$ cat src/rtl/fsc_pkg.sv
package fsc_pkg;

    // Pin-pair sample encoding {ctl_en, ctl_latch}
    localparam int SMP_W = 2;
    localparam logic [SMP_W-1:0] SMP_HL = 2'b10;
    localparam logic [SMP_W-1:0] SMP_LL = 2'b00;
    localparam logic [SMP_W-1:0] SMP_HH = 2'b11;

    typedef enum logic [2:0] {
        RS_IDLE  = 3'd0,
        RS_STEP1 = 3'd1,
        RS_STEP2 = 3'd2,
        RS_STEP3 = 3'd3,
        RS_ENT4  = 3'd4,
        RS_RES4  = 3'd5
    } rs_state_t;

    typedef enum logic {
        MD_NORMAL = 1'b0,
        MD_DETECT = 1'b1
    } md_state_t;

endpackage

$ cat src/rtl/fsc_seq_match.sv
module fsc_seq_match
    import fsc_pkg::*;
(
    input  logic clk,
    input  logic rst_n,
    input  logic ctl_en,
    input  logic ctl_latch,
    output logic enter_hit,
    output logic resume_hit
);

    logic [SMP_W-1:0] smp;
    rs_state_t        rs_q;
    rs_state_t        rs_next;
    rs_state_t        rs_restart;

    assign smp = {ctl_en, ctl_latch};

    always_ff @(posedge clk or negedge rst_n) begin
        if (!rst_n) rs_q <= RS_IDLE;
        else        rs_q <= rs_next;
    end

    // Next state: advance on a matching element, otherwise restart and
    // let the current sample open a new pattern if it can.
    always_comb begin
        rs_restart = (smp == SMP_HL) ? RS_STEP1 : RS_IDLE;
        rs_next    = rs_restart;
        unique case (rs_q)
            RS_IDLE:  rs_next = rs_restart;
            RS_STEP1: if (smp == SMP_LL) rs_next = RS_STEP2;
            RS_STEP2: if (smp == SMP_HL) rs_next = RS_STEP3;
            RS_STEP3: begin
                if (smp == SMP_HH)      rs_next = RS_ENT4;
                else if (smp == SMP_HL) rs_next = RS_RES4;
            end
            RS_ENT4,
            RS_RES4:  if (smp == SMP_HL) rs_next = RS_IDLE;
            default:  rs_next = RS_IDLE;
        endcase
    end

    // Outputs: completion pulses on the fifth matching sample
    always_comb begin
        enter_hit  = 1'b0;
        resume_hit = 1'b0;
        unique case (rs_q)
            RS_ENT4: enter_hit  = (smp == SMP_HL);
            RS_RES4: resume_hit = (smp == SMP_HL);
            default: ;
        endcase
    end

endmodule

$ cat src/rtl/fsc_mode_fsm.sv
module fsc_mode_fsm
    import fsc_pkg::*;
(
    input  logic clk,
    input  logic rst_n,
    input  logic enter_hit,
    input  logic resume_hit,
    input  logic force_det_n,
    output logic det_mode
);

    md_state_t md_q;
    md_state_t md_next;

    always_ff @(posedge clk or negedge rst_n) begin
        if (!rst_n) md_q <= MD_NORMAL;
        else        md_q <= md_next;
    end

    // A completion in the wrong mode is ignored
    always_comb begin
        md_next = md_q;
        unique case (md_q)
            MD_NORMAL: if (enter_hit)  md_next = MD_DETECT;
            MD_DETECT: if (resume_hit) md_next = MD_NORMAL;
            default:   md_next = MD_NORMAL;
        endcase
    end

    always_ff @(posedge clk or negedge rst_n) begin
        if (!rst_n) det_mode <= 1'b0;
        else        det_mode <= (md_next == MD_DETECT) | ~force_det_n;
    end

    a_r6_force_pin_sets: assert property (@(posedge clk) disable iff (!rst_n)
        !force_det_n |=> det_mode);

endmodule

$ cat src/rtl/fsc_result_cap.sv
module fsc_result_cap #(
    parameter int NCH = 24
) (
    input  logic           clk,
    input  logic           rst_n,
    input  logic           det_mode,
    input  logic           ctl_en,
    input  logic [NCH-1:0] fault_bits,
    output logic           res_load,
    output logic [NCH-1:0] res_bits
);

    logic en_prev;
    logic cap_now;

    // Enable pin idles high, so the history starts high to avoid a false edge
    always_ff @(posedge clk or negedge rst_n) begin
        if (!rst_n) en_prev <= 1'b1;
        else        en_prev <= ctl_en;
    end

    assign cap_now = det_mode & ctl_en & ~en_prev;

    always_ff @(posedge clk or negedge rst_n) begin
        if (!rst_n) res_load <= 1'b0;
        else        res_load <= cap_now;
    end

    for (genvar ch = 0; ch < NCH; ch++) begin : g_cap
        always_ff @(posedge clk or negedge rst_n) begin
            if (!rst_n)       res_bits[ch] <= 1'b0;
            else if (cap_now) res_bits[ch] <= fault_bits[ch];
        end
    end

    a_r8_single_pulse: assert property (@(posedge clk) disable iff (!rst_n)
        res_load |=> !res_load);

endmodule

$ cat src/rtl/fsc_ctrl.sv
module fsc_ctrl #(
    parameter int NCH = 24
) (
    input  logic           clk,
    input  logic           rst_n,
    input  logic           ctl_en,
    input  logic           ctl_latch,
    input  logic           force_det_n,
    input  logic [NCH-1:0] fault_bits,
    output logic           det_mode,
    output logic           res_load,
    output logic [NCH-1:0] res_bits
);

    logic enter_hit;
    logic resume_hit;

    fsc_seq_match u_match (
        .clk        (clk),
        .rst_n      (rst_n),
        .ctl_en     (ctl_en),
        .ctl_latch  (ctl_latch),
        .enter_hit  (enter_hit),
        .resume_hit (resume_hit)
    );

    fsc_mode_fsm u_mode (
        .clk         (clk),
        .rst_n       (rst_n),
        .enter_hit   (enter_hit),
        .resume_hit  (resume_hit),
        .force_det_n (force_det_n),
        .det_mode    (det_mode)
    );

    fsc_result_cap #(.NCH(NCH)) u_cap (
        .clk        (clk),
        .rst_n      (rst_n),
        .det_mode   (det_mode),
        .ctl_en     (ctl_en),
        .fault_bits (fault_bits),
        .res_load   (res_load),
        .res_bits   (res_bits)
    );

    a_r2_entry_sets_mode: assert property (@(posedge clk) disable iff (!rst_n)
        enter_hit |=> det_mode);

    a_r3_resume_clears_mode: assert property (@(posedge clk) disable iff (!rst_n)
        (resume_hit && force_det_n) |=> !det_mode);

    a_r9_load_needs_mode: assert property (@(posedge clk) disable iff (!rst_n)
        res_load |-> $past(det_mode));

    a_r8_results_hold: assert property (@(posedge clk) disable iff (!rst_n)
        !res_load |-> $stable(res_bits));

endmodule

$ cat config.mk
export PLATFORM = sky130hd
export DESIGN_NAME = fsc_ctrl
export DESIGN_NICKNAME = d
export VERILOG_FILES = /design/src/rtl/fsc_pkg.sv /design/src/rtl/fsc_seq_match.sv /design/src/rtl/fsc_mode_fsm.sv /design/src/rtl/fsc_result_cap.sv /design/src/rtl/fsc_ctrl.sv
export SDC_FILE = /design/constraint.sdc
export NUM_CORES = 1
export LEC_CHECK = 0
export CORE_MARGIN = 2
export CORE_UTILIZATION = 37
export CTS_CLUSTER_DIAMETER = 80
export DETAILED_ROUTE_END_ITERATION = 16
export HOLD_SLACK_MARGIN = 0.02
export PLACE_DENSITY = 0.75
export REMOVE_ABC_BUFFERS = 1
export SLEW_MARGIN = 20
export SYNTH_ARGS = -nofsm -noshare
export SYNTH_HDL_FRONTEND = slang
export SYNTH_HIERARCHICAL = 1
export SYNTH_SLANG_ARGS = --single-unit
$ cat constraint.sdc
create_clock -name clk -period 1.2 [get_ports clk]
set_input_delay 0.12 -clock clk [delete_from_list [all_inputs] [get_ports clk]]
set_output_delay 0.12 -clock clk [all_outputs]
set_load 0.005 [all_outputs]
Word level (Yosys, flattened, before mapping)
Cells that the tools add are included.
- word-level logic and storage cells: 57
- bits in read-only memories: 0
- bits in writable memories: 0
- latch bits: 0
- memories kept: 0
- output and inout port bits: 26
- register bits: 31
- reductions and logical operators: 3
- divide/modulo/power cells: 0
- eq/ne operators: 7
- order comparisons: 0
- bitwise gates (word level): 6
- shift operators: 0
- add/sub/neg operators: 0
- multipliers: 0
- mux-type cells: 12
- operator list (cell ; number):
    $mux W3 ; 5
    $pmux W3 S5 ; 1
    $eq A3 B2 Y1 const B ; 2
    $eq A3 B3 Y1 const B ; 2
    $mux W1 ; 5
    $eq A2 B2 Y1 const B ; 2
    $eq A3 B1 Y1 const B ; 1
    $logic_not A3 Y1 ; 1
    $not A1 Y1 ; 3
    $and A1 B1 Y1 ; 2
    $logic_not A2 Y1 ; 1
    $pmux W1 S2 ; 1
    $reduce_or A2 Y1 ; 1
    $or A1 B1 Y1 ; 1

Depth between registers and ports, before layout
Gate-level depths: netlist of run 1.
- depth in word-level cells: 5
- mapped depth: 4

By module
Netlist of run 1, hierarchy kept.
- by module, submodules not included (module ; sequential area each (µm²) ; area an instance (µm²) ; instances ; cells each):
    fsc_result_cap ; 651.9 ; 1039.7 ; 1 ; 54
    fsc_seq_match ; 75.1 ; 147.6 ; 1 ; 11
    fsc_mode_fsm ; 50.0 ; 72.6 ; 1 ; 6

Worst setup path after synthesis of run 1
No wires, ideal clock.
- path type: reg2reg
- from: register u_cap.en_prev
- to: register u_cap.res_bits[10]
- required time: 1.075 ns
- period minus slack after synthesis: 1.248 ns
- buffers on the path: 1
- stages on the path, launching flop included: 4
- library setup time: 0.125 ns
- arrival time: 1.123 ns
- setup slack: -0.048 ns
- cells stage by stage: dfstp_2 nand3b_4 buf_6 mux2_4
- cells in the longest elaborated chain, start to end: 2
- ends and longest elaborated chain (what ; RTL line ; text):
    from (decl) ; fsc_result_cap.sv:13 ; logic en_prev;
    from (signal assigned) ; fsc_result_cap.sv:19 ; else en_prev <= ctl_en;
    $not A1 Y1 ; fsc_result_cap.sv:22 ; assign cap_now = det_mode & ctl_en & ~en_prev;
    $and A1 B1 Y1 ; fsc_result_cap.sv:22 ;
    to (signal, indexed assignment) ; fsc_result_cap.sv:32 ; else if (cap_now) res_bits[ch] <= fault_bits[ch];
    to (decl) ; fsc_result_cap.sv:10 ; output logic [NCH-1:0] res_bits
Every way passes these cells.
A chain may end at the register's enable or synchronous reset.

Worst setup path after layout of run 1
- from: register u_cap.en_prev
- to: register u_cap.res_bits[7]
The elaborated chain is that of the path after synthesis.

==> results.sh, run 1 <==
export IMPL_die_w_um=62.4
export IMPL_worstMarginPinSlew_ps=195
export IMPL_yosysTopAreaCell="dfrtp_1"
export IMPL_drive_gt1_share_pct=36.2
export IMPL_synthMuxAreaShare_pct=27.1
export IMPL_cp_cell_sequence="nand3b_4 > buf_12 > mux2_4"
export IMPL_via_count=881
export IMPL_first_global_vias=947
export IMPL_syn2layout_area_growth_pct=64.6
export IMPL_gp_congestion=0.767
export IMPL_yosys_area_share_xor_xnor_pct=0
export IMPL_combPwrFrac_pct=29.3
export IMPL_final_nets=177
export IMPL_synth_most_common_cell="dfrtp_1"
export IMPL_synth_compound_area_share_pct=1.99
export IMPL_ir_worst_vdd_mv=0.763
export IMPL_worst_path_max_fanout=9
export IMPL_ys_ff_latch=31
export IMPL_synthAdderAreaFrac_pct=0
export IMPL_netlist_top_cells_count="30 x dfrtp_1, 19 x mux2_4, 5 x mux2_2, 2 x buf_6, 2 x inv_1"
export IMPL_cts_buffers=5
export IMPL_synth_area_leaders="dfrtp_1 60%, mux2_4 23%, mux2_2 4.5%"
export IMPL_power_switching_mw=0.646
export IMPL_cp_start_kind="flip-flop"
export IMPL_max_stage_delay_ps=530
export IMPL_synth_top_family_by_area="multiplexers"
export IMPL_fp_dieArea_um2=3890
export IMPL_avgRoutedWirePerCell_um=14.2
export IMPL_core_area_um2=3310
export IMPL_hold_path_class="input port to asynchronous set/reset pin"
export IMPL_grt_ovfl_total=0
export IMPL_setup_viol=24
export IMPL_yosys_warnings=6
export IMPL_swShare_pct=24.6
export IMPL_synth_flop_cell="dfrtp_1"
export IMPL_place_hpwl_um=1940
export IMPL_period_needed_ps=1290
export IMPL_slew_violations=0
export IMPL_post_route_period_util_pct=108
export IMPL_final_hold_viol_count=0
export IMPL_path_buf_inv=1
export IMPL_antenna_cells=0
export IMPL_end_kind="flip-flop"
export IMPL_total_power_mw=2.62
export IMPL_detail_route_vias_per_cell=4.52
export IMPL_slew_headroom_pct=87.0
export IMPL_cts_htree_levels=2
export IMPL_synth_edf_count=0
export IMPL_cts_root_buf="clkbuf_4"
export IMPL_worst_setup_path_type="flip-flop to flip-flop"
export IMPL_syn_area_um2=1260
export IMPL_final_area_um2=2070
export IMPL_ys_async_sr_fraction_pct=100
export IMPL_placed_cell_area_um2=1910
export IMPL_ant_nets=0
export IMPL_first_pass_iters=2
export IMPL_grt_util_all_layers_pct=15.3
export IMPL_slowest_stage="dfstp_2"
export IMPL_clockBufferDepth=2
export IMPL_rsz0062_at_grt="true"
export IMPL_sequentialPowerShare_pct=49.3
export IMPL_cts_clk_slew_worst_paths_ps=100
export IMPL_cp_required_ps=1410
export IMPL_rows=21
export IMPL_grt_max_degree=32
export IMPL_critPathTopFamily="flip-flops"
export IMPL_syn_inst=71
export IMPL_worstPathArrival_ps=1500
export IMPL_clk_latency_ps=330
export IMPL_p_int_mw=1.98
export IMPL_drt_iter0_markers=16
export IMPL_grt_pass1_wl_um=4460
export IMPL_io_pins=55
export IMPL_port_buffers=54
export IMPL_wirelength_um=2770
export IMPL_setup_tns_ps=-1670
export IMPL_numClockSinks=31
export IMPL_route_detailed_drc=0
export IMPL_initial_utilization_pct=38.1
export IMPL_avgSynthCellArea_um2=17.7
export IMPL_violations="negative setup slack"
export IMPL_cts_tree="yes"
export IMPL_fin_ws_ps=-92.4
export IMPL_skew_ps=10.6
export IMPL_power_density_nw_per_um2=1260
export IMPL_synth_seq_area_share_pct=61.7
export IMPL_yosys_cell_types_count=18
export IMPL_leakagePower_nw=1.06
export IMPL_share_clk_of_total_power_pct=21.5
export IMPL_synth_simple_gate_area_share_pct=6.85
export IMPL_antenna_found_initial=0
export IMPL_fmax_mhz=774
export IMPL_synth_top_area_share_pct=59.6
export IMPL_die_h_um=62.4
export IMPL_status="finished with violations"
export IMPL_drv_cap=0
==> final cells by class <==
type                            instances  area [um2]
Clock buffer                            5        37.5
Clock inverter                          3        15.0
Fill cell                             286        1240
Inverter                                2        7.51
Multi-Input combinational cell         36         479
Sequential cell                        31         777
Tap cell                               46        57.6
Timing Repair Buffer                   72         701
==> flip-flops by register name (all words and copies together) (netlist names) <==
signal / flops
u_cap/res_load: 1
u_match/rs_q: 3
u_cap/en_prev: 1
u_mode/det_mode: 1
u_cap/res_bits: 24
u_mode/md_q: 1
==> routing by layer <==
| layer | global-route usage (%) | vias up | share of wire, % |
|---|---|---|---|
| li1 | - | 403 | - |
| met1 | 15.7 | 436 | 39 |
| met2 | 26.8 | 34 | 52 |
| met3 | 5.98 | 8 | 5.8 |
| met4 | 8.33 | 0 | 2.5 |
| met5 | 0 | - | 0 |
==> power groups by stage <==
stage               combinational (mW)  clock (mW)  sequential [mW]
global route                     0.812       0.641             1.32
detailed placement               0.744           0             1.32
global placement                 0.727           0             1.32
CTS                              0.757       0.580             1.29
finish                           0.767       0.562             1.29
floorplan                        0.240           0             1.33
==> final timing paths <==
kind / startpoint / end / slack, ps / cells past startpoint
min in group clk: force_det_n / u_mode/det_mode$_DFF_PN0_ / 310 / 2
max in group asynchronous: rst_n / u_cap/en_prev$_DFF_PN1_ / 820 / 2
max reg2reg: u_cap/en_prev$_DFF_PN1_ / u_cap/res_bits[7]$_DFFE_PN0P_ / -90 / 3
min reg2reg: u_match/rs_q[2]$_DFF_PN0_ / u_match/rs_q[1]$_DFF_PN0_ / 500 / 1
max: u_cap/en_prev$_DFF_PN1_ / u_cap/res_bits[7]$_DFFE_PN0P_ / -90 / 3
min: rst_n / u_cap/res_bits[10]$_DFFE_PN0P_ / 130 / 2
==> cell families after synthesis <==
kind of cell | Yosys count
muxes | 24
AOI/OAI and AO/OA | 3
DFF | 31
buffers and inverters | 4
and+or+nand+nor | 9
==> stage by stage <==
step                      hold slack (ps)  util (%)  setup slack, ps  instances
after floorplan                      -176         -             -138         69
after global placement                449      57.7             -202        174
after global routing                  119      62.7             -125        195
after CTS                             132      61.9            -98.1        194
final                                 134      62.7            -92.4        195
after detailed placement              477      57.7             -232        174
==> layout by cell type (no fill, tap or decap), drive strengths merged <==
cell type	instances
nor3b	1
o211ai	1
a211oi	1
o21ai	1
or3b	1
and4bb	1
dfstp	1
dfrtp	30
and2b	1
buf	18
and4b	1
inv	2
nand3b	2
clkdlybuf4s50	28
clkbuf	5
dlygate4sd2	26
and2	1
nand2b	1
clkinv	3
mux2	24
==> timing repair <==
| item | in CTS | in global routing |
|---|---|---|
| hold buffers | 0 | 0 |
| endpoints found under the setup margin | 50 | 25 |
| gates cloned | 1 | 0 |
| pin swaps | 0 | 1 |
| gates resized for setup | 29 | 4 |
| buffers inserted | 11 | 1 |
(Power assumes the default switching activity.)
==> inputs of run 2 (changes only) <==
- CORE_MARGIN: 2 -> 10
- REMOVE_ABC_BUFFERS: 1 -> unset
==> run 2 against run 1 <==
Against the previous run:
- clock skew decreased by 1.7 ps
- the run still ends with negative setup slack left
- critical path depth unchanged
- largest power group unchanged
- hold slack improved by 34 ps
- die area increased by 58%
==> results.sh, run 2 (synthesis results as in run 1) <==
export IMPL_status="finished with violations"
export IMPL_violations="negative setup slack"
export IMPL_synth_nets=100
export IMPL_rows=21
export IMPL_power_switching_mw=0.634
export IMPL_p_int_mw=1.97
export IMPL_first_global_vias=1003
export IMPL_clk_latency_ps=320
export IMPL_cp_start_kind="flip-flop"
export IMPL_cts_root_buf="clkbuf_4"
export IMPL_sequentialPowerShare_pct=49.8
export IMPL_numClockSinks=31
export IMPL_drt_iter0_markers=52
export IMPL_ant_nets=0
export IMPL_fmax_mhz=788
export IMPL_worst_path_max_fanout=8
export IMPL_final_area_um2=2040
export IMPL_nFillCells=303
export IMPL_drv_cap=0
export IMPL_ff_latch_area_um2=777
export IMPL_cts_tree="yes"
export IMPL_fp_dieArea_um2=6140
export IMPL_clockBufferDepth=2
export IMPL_port_buffers=54
export IMPL_worst_setup_path_type="flip-flop to flip-flop"
export IMPL_hold_path_class="input port to asynchronous set/reset pin"
export IMPL_multiInputGateArea_um2=472
export IMPL_layout_common_cells="30 x dfrtp_1, 28 x clkdlybuf4s50_1, 26 x dlygate4sd2_1"
export IMPL_rr_endpoint="u_cap/res_bits[4]$_DFFE_PN0P_"
export IMPL_post_route_period_util_pct=106
export IMPL_cp_cell_sequence="nand3b_4 > buf_12 > mux2_4"
export IMPL_place_hpwl_um=2410
export IMPL_fin_ws_ps=-69.2
export IMPL_slowest_stage="dfstp_2"
export IMPL_skew_ps=8.90
export IMPL_leakagePower_nw=1.03
export IMPL_reg_top3="u_cap/res_bits (24), u_match/rs_q (3)"
export IMPL_drive_gt1_share_pct=32.9
export IMPL_period_needed_ps=1270
export IMPL_worstPathArrival_ps=1480
export IMPL_setup_tns_ps=-1360
export IMPL_slew_headroom_pct=81.6
export IMPL_syn2layout_area_growth_pct=61.7
export IMPL_swShare_pct=24.4
export IMPL_cp_required_ps=1410
export IMPL_grt_pass1_wl_um=5330
export IMPL_antenna_found_initial=0
export IMPL_worstMarginPinSlew_ps=276
export IMPL_final_nets=174
export IMPL_slew_violations=0
export IMPL_gp_congestion=0.652
export IMPL_final_hold_viol_count=0
export IMPL_max_stage_delay_ps=520
export IMPL_critPathTopFamily="flip-flops"
export IMPL_wirelength_um=3190
export IMPL_share_clk_of_total_power_pct=21.5
export IMPL_grt_max_degree=32
export IMPL_initial_utilization_pct=38.1
export IMPL_reg2regPathDepth=3
export IMPL_route_detailed_drc=0
export IMPL_r2r_start="u_cap/en_prev$_DFF_PN1_"
export IMPL_cts_buffers=5
export IMPL_rsz0062_at_grt="true"
export IMPL_first_pass_iters=3
export IMPL_combPwrFrac_pct=28.7
export IMPL_avgRoutedWirePerCell_um=16.6
export IMPL_power_density_nw_per_um2=1280
export IMPL_detail_route_vias_per_cell=4.51
export IMPL_core_area_um2=3310
export IMPL_r2r_slack_ps=-70
export IMPL_hold_buffers=0
export IMPL_end_kind="flip-flop"
export IMPL_largest_register_ff_count=24
export IMPL_path_buf_inv=1
export IMPL_layout_commonest_cell="dfrtp_1"
export IMPL_setup_viol=24
export IMPL_die_h_um=78.4
export IMPL_grt_ovfl_total=0
export IMPL_grt_util_all_layers_pct=11.1
export IMPL_placed_cell_area_um2=1900
export IMPL_io_pins=55
export IMPL_whs_ps=168
export IMPL_total_power_mw=2.60
export IMPL_die_w_um=78.4
export IMPL_cts_htree_levels=2
export IMPL_top_register="u_cap/res_bits"
export IMPL_ir_worst_vdd_mv=0.780
export IMPL_antenna_cells=0
export IMPL_cts_clk_slew_worst_paths_ps=100
export IMPL_via_count=866
[run 2: changes by cell type in the layout (fill, tap and decap cells not counted), sizes merged]
| cell | before | now |
|---|---|---|
| clkinv | 3 | 1 |
| clkbuf | 5 | 7 |
| buf | 18 | 15 |
[run 2: worst max-delay path by stage]
stage	from	cells past startpoint	endpoint	slack, ps
6_report	u_cap/en_prev$_DFF_PN1_	3	u_cap/res_bits[4]$_DFFE_PN0P_	-70
2_1_floorplan	u_cap/en_prev$_DFF_PN1_	3	u_cap/res_bits[10]$_DFFE_PN0P_	-40
5_1_grt	u_cap/en_prev$_DFF_PN1_	3	u_cap/res_bits[23]$_DFFE_PN0P_	-100
4_1_cts	u_cap/en_prev$_DFF_PN1_	3	u_cap/res_bits[4]$_DFFE_PN0P_	-80
3_3_place_gp	ctl_en	4	u_cap/res_bits[1]$_DFFE_PN0P_	-240
3_5_place_dp	ctl_en	4	u_cap/res_bits[4]$_DFFE_PN0P_	-290
[run 2: cell type report]
class | count | share of cell area [%]
clock buffers | 7 | 2.21
repair buffers | 69 | 33.0
multi-input cells | 36 | 23.2
clock inverters | 1 | 0.246
well taps | 46 | 2.83
flip-flops and latches | 31 | 38.1
inverters | 2 | 0.369
[run 2: metal layers]
metal | GRT usage [%] | share of wire, %
met3 | 8.20 | 12
met2 | 16.1 | 43
met5 | 0 | 0
met1 | 12.6 | 45
met4 | 3.23 | 0
[run 2: power groups by stage]
| stage | sequential, mW | clock (mW) | combinational (mW) |
|---|---|---|---|
| global placement | 1.32 | 0 | 0.740 |
| floorplan | 1.33 | 0 | 0.246 |
| detailed placement | 1.33 | 0 | 0.752 |
| CTS | 1.29 | 0.589 | 0.762 |
| global route | 1.32 | 0.660 | 0.804 |
| finish | 1.29 | 0.559 | 0.746 |
[run 2: per-stage QoR]
step | util (%) | instances | setup slack, ps
after floorplan | - | 71 | -40.8
after global placement | 57.3 | 174 | -236
after detailed placement | 57.3 | 174 | -291
after CTS | 61.5 | 192 | -75.5
after global routing | 61.5 | 192 | -102
final | 61.5 | 192 | -69.2
[run 2: what timing repair did]
action,in CTS,in global routing
cloned,1,0
gates resized for setup,34,0
endpoints found under the setup margin,50,24
pin swaps,0,0
setup buffers,9,0
endpoints found under the hold margin,0,0
[run 2: worst register-to-register path, stage by stage, from the launching register on]
cell and delay, ps:
dfstp_2 520, nand3b_4 180, buf_12 160, mux2_4 300
==> inputs of run 3 (changes only) <==
- CORE_UTILIZATION: 37 -> 40
- PLACE_DENSITY: 0.75 -> 0.77
- clock period: 1.2 -> 1.4 ns (I/O delays scaled with it)
==> run 3 against run 2 <==
Against the previous run:
- the run now ends clean
- setup slack improved by 120 ps
- utilization rose by 5.2 points
- sequential power is 14% lower
- cell area shrank 0.80%
- hold slack gained 48 ps
- non-clock buffer count down 2
- largest cell class unchanged
==> results.sh, run 3 (synthesis results as in run 1) <==
export IMPL_cts_clk_slew_worst_paths_ps=90
export IMPL_die_h_um=76.1
export IMPL_layout_commonest_cell="clkdlybuf4s50_1"
export IMPL_setup_viol=0
export IMPL_ant_nets=0
export IMPL_r2r_start="u_cap/en_prev$_DFF_PN1_"
export IMPL_multiInputGateArea_um2=453
export IMPL_clockBufferDepth=2
export IMPL_top_register="u_cap/res_bits"
export IMPL_drive_gt1_share_pct=31.9
export IMPL_grt_pass1_wl_um=4730
export IMPL_skew_ps=12.5
export IMPL_fp_dieArea_um2=5800
export IMPL_hold_path_class="input port to asynchronous set/reset pin"
export IMPL_period_needed_ps=1350
export IMPL_critPathTopFamily="buffers and inverters"
export IMPL_synth_nets=100
export IMPL_first_global_vias=919
export IMPL_layout_common_cells="48 x clkdlybuf4s50_1, 30 x dfrtp_1, 19 x mux2_4"
export IMPL_worstMarginPinSlew_ps=386
export IMPL_cts_htree_levels=2
export IMPL_antenna_found_initial=0
export IMPL_post_route_period_util_pct=96.2
export IMPL_port_buffers=54
export IMPL_worst_setup_path_type="flip-flop to primary output"
export IMPL_cts_buffers=5
export IMPL_max_stage_delay_ps=520
export IMPL_cts_root_buf="clkbuf_4"
export IMPL_first_pass_iters=2
export IMPL_cts_tree="yes"
export IMPL_grt_ovfl_total=0
export IMPL_leakagePower_nw=1.00
export IMPL_slew_headroom_pct=74.3
export IMPL_cp_cell_sequence="clkdlybuf4s50_1"
export IMPL_power_density_nw_per_um2=1120
export IMPL_cp_start_kind="flip-flop"
export IMPL_syn2layout_area_growth_pct=60.4
export IMPL_initial_utilization_pct=41.6
export IMPL_fmax_mhz=742
export IMPL_nFillCells=232
export IMPL_path_depth=1
export IMPL_numClockSinks=31
export IMPL_grt_util_all_layers_pct=10.2
export IMPL_end_kind="primary output"
export IMPL_wirelength_um=2860
export IMPL_place_hpwl_um=2110
export IMPL_io_pins=55
export IMPL_grt_max_degree=32
export IMPL_slowest_stage="clkdlybuf4s50_1"
export IMPL_cp_required_ps=1260
export IMPL_worstPathArrival_ps=1210
export IMPL_reg_top3="u_cap/res_bits (24), u_match/rs_q (3)"
export IMPL_route_detailed_drc=0
export IMPL_hold_buffers=0
export IMPL_startpoint="u_cap/res_bits[5]$_DFFE_PN0P_"
export IMPL_final_util_pct=66.7
export IMPL_detail_route_vias_per_cell=4.43
export IMPL_total_power_mw=2.27
export IMPL_die_w_um=76.1
export IMPL_path_buf_inv=1
export IMPL_gp_congestion=0.670
export IMPL_r2r_slack_ps=120
export IMPL_largest_register_ff_count=24
export IMPL_drv_cap=0
export IMPL_via_count=833
export IMPL_status="complete, no violations"
export IMPL_rows=20
export IMPL_reg2regPathDepth=3
export IMPL_avgRoutedWirePerCell_um=15.2
export IMPL_final_hold_viol_count=0
export IMPL_core_area_um2=3030
export IMPL_dp_cells=171
export IMPL_clk_latency_ps=320
export IMPL_ff_latch_area_um2=777
export IMPL_fin_cells=188
export IMPL_antenna_cells=0
export IMPL_ir_worst_vdd_mv=0.674
export IMPL_slew_violations=0
export IMPL_worst_path_max_fanout=2
export IMPL_final_nets=172
export IMPL_drt_iter0_markers=45
[run 3: cell types whose count changed in the layout (fill, tap and decap cells not counted), sizes merged]
cell and delta:
buf -2, clkdlybuf4s50 +20, dlygate4sd2 -26, dlymetal6s2s +6
[run 3: final timing paths]
path	endpoint
hold / removal	u_cap/res_bits[8]$_DFFE_PN0P_
max in group asynchronous	u_cap/en_prev$_DFF_PN1_
setup / recovery	res_bits[5]
setup reg to reg	u_cap/res_bits[12]$_DFFE_PN0P_
min in group clk	u_mode/det_mode$_DFF_PN0_
hold reg to reg	u_match/rs_q[1]$_DFF_PN0_
[run 3: through the flow]
step	area, um2	setup WS (ps)	TNS (ps)	hold slack [ps]
after detailed placement	1890	-31.9	-593	480
after floorplan	1260	152	0	-156
after CTS	1950	17.2	0	203
final	2020	52.7	0	216
after global routing	2020	-8.81	-16.8	220
after global placement	1890	-17.6	-265	453
[run 3: final cells by class]
cell class	count	area share [%]
Clock inverter	1	0.248
Tap cell	44	2.72
Multi-Input combinational cell	36	22.4
Inverter	2	0.372
Sequential cell	31	38.5
Clock buffer	7	2.23
Timing Repair Buffer	67	33.6
[run 3: report_power, final]
part	switching (mW)	internal [mW]
registers	0.0749	1.04
logic	0.175	0.514
clock network	0.277	0.195
total	0.526	1.75
[run 3: routing by layer]
metal | routed length (um) | vias to the layer above | GRT usage, %
met1 | 1350 | 389 | 12.2
li1 | - | 394 | -
met4 | 5 | 0 | 2.79
met3 | 290 | 2 | 6.72
met2 | 1220 | 48 | 14.5
met5 | 0 | - | 0
[run 3: timing repair]
item	4_1_cts	5_1_grt
buffers inserted	1	8
pin swaps	0	0
gates resized for setup	0	6
endpoints found under the setup margin	1	13
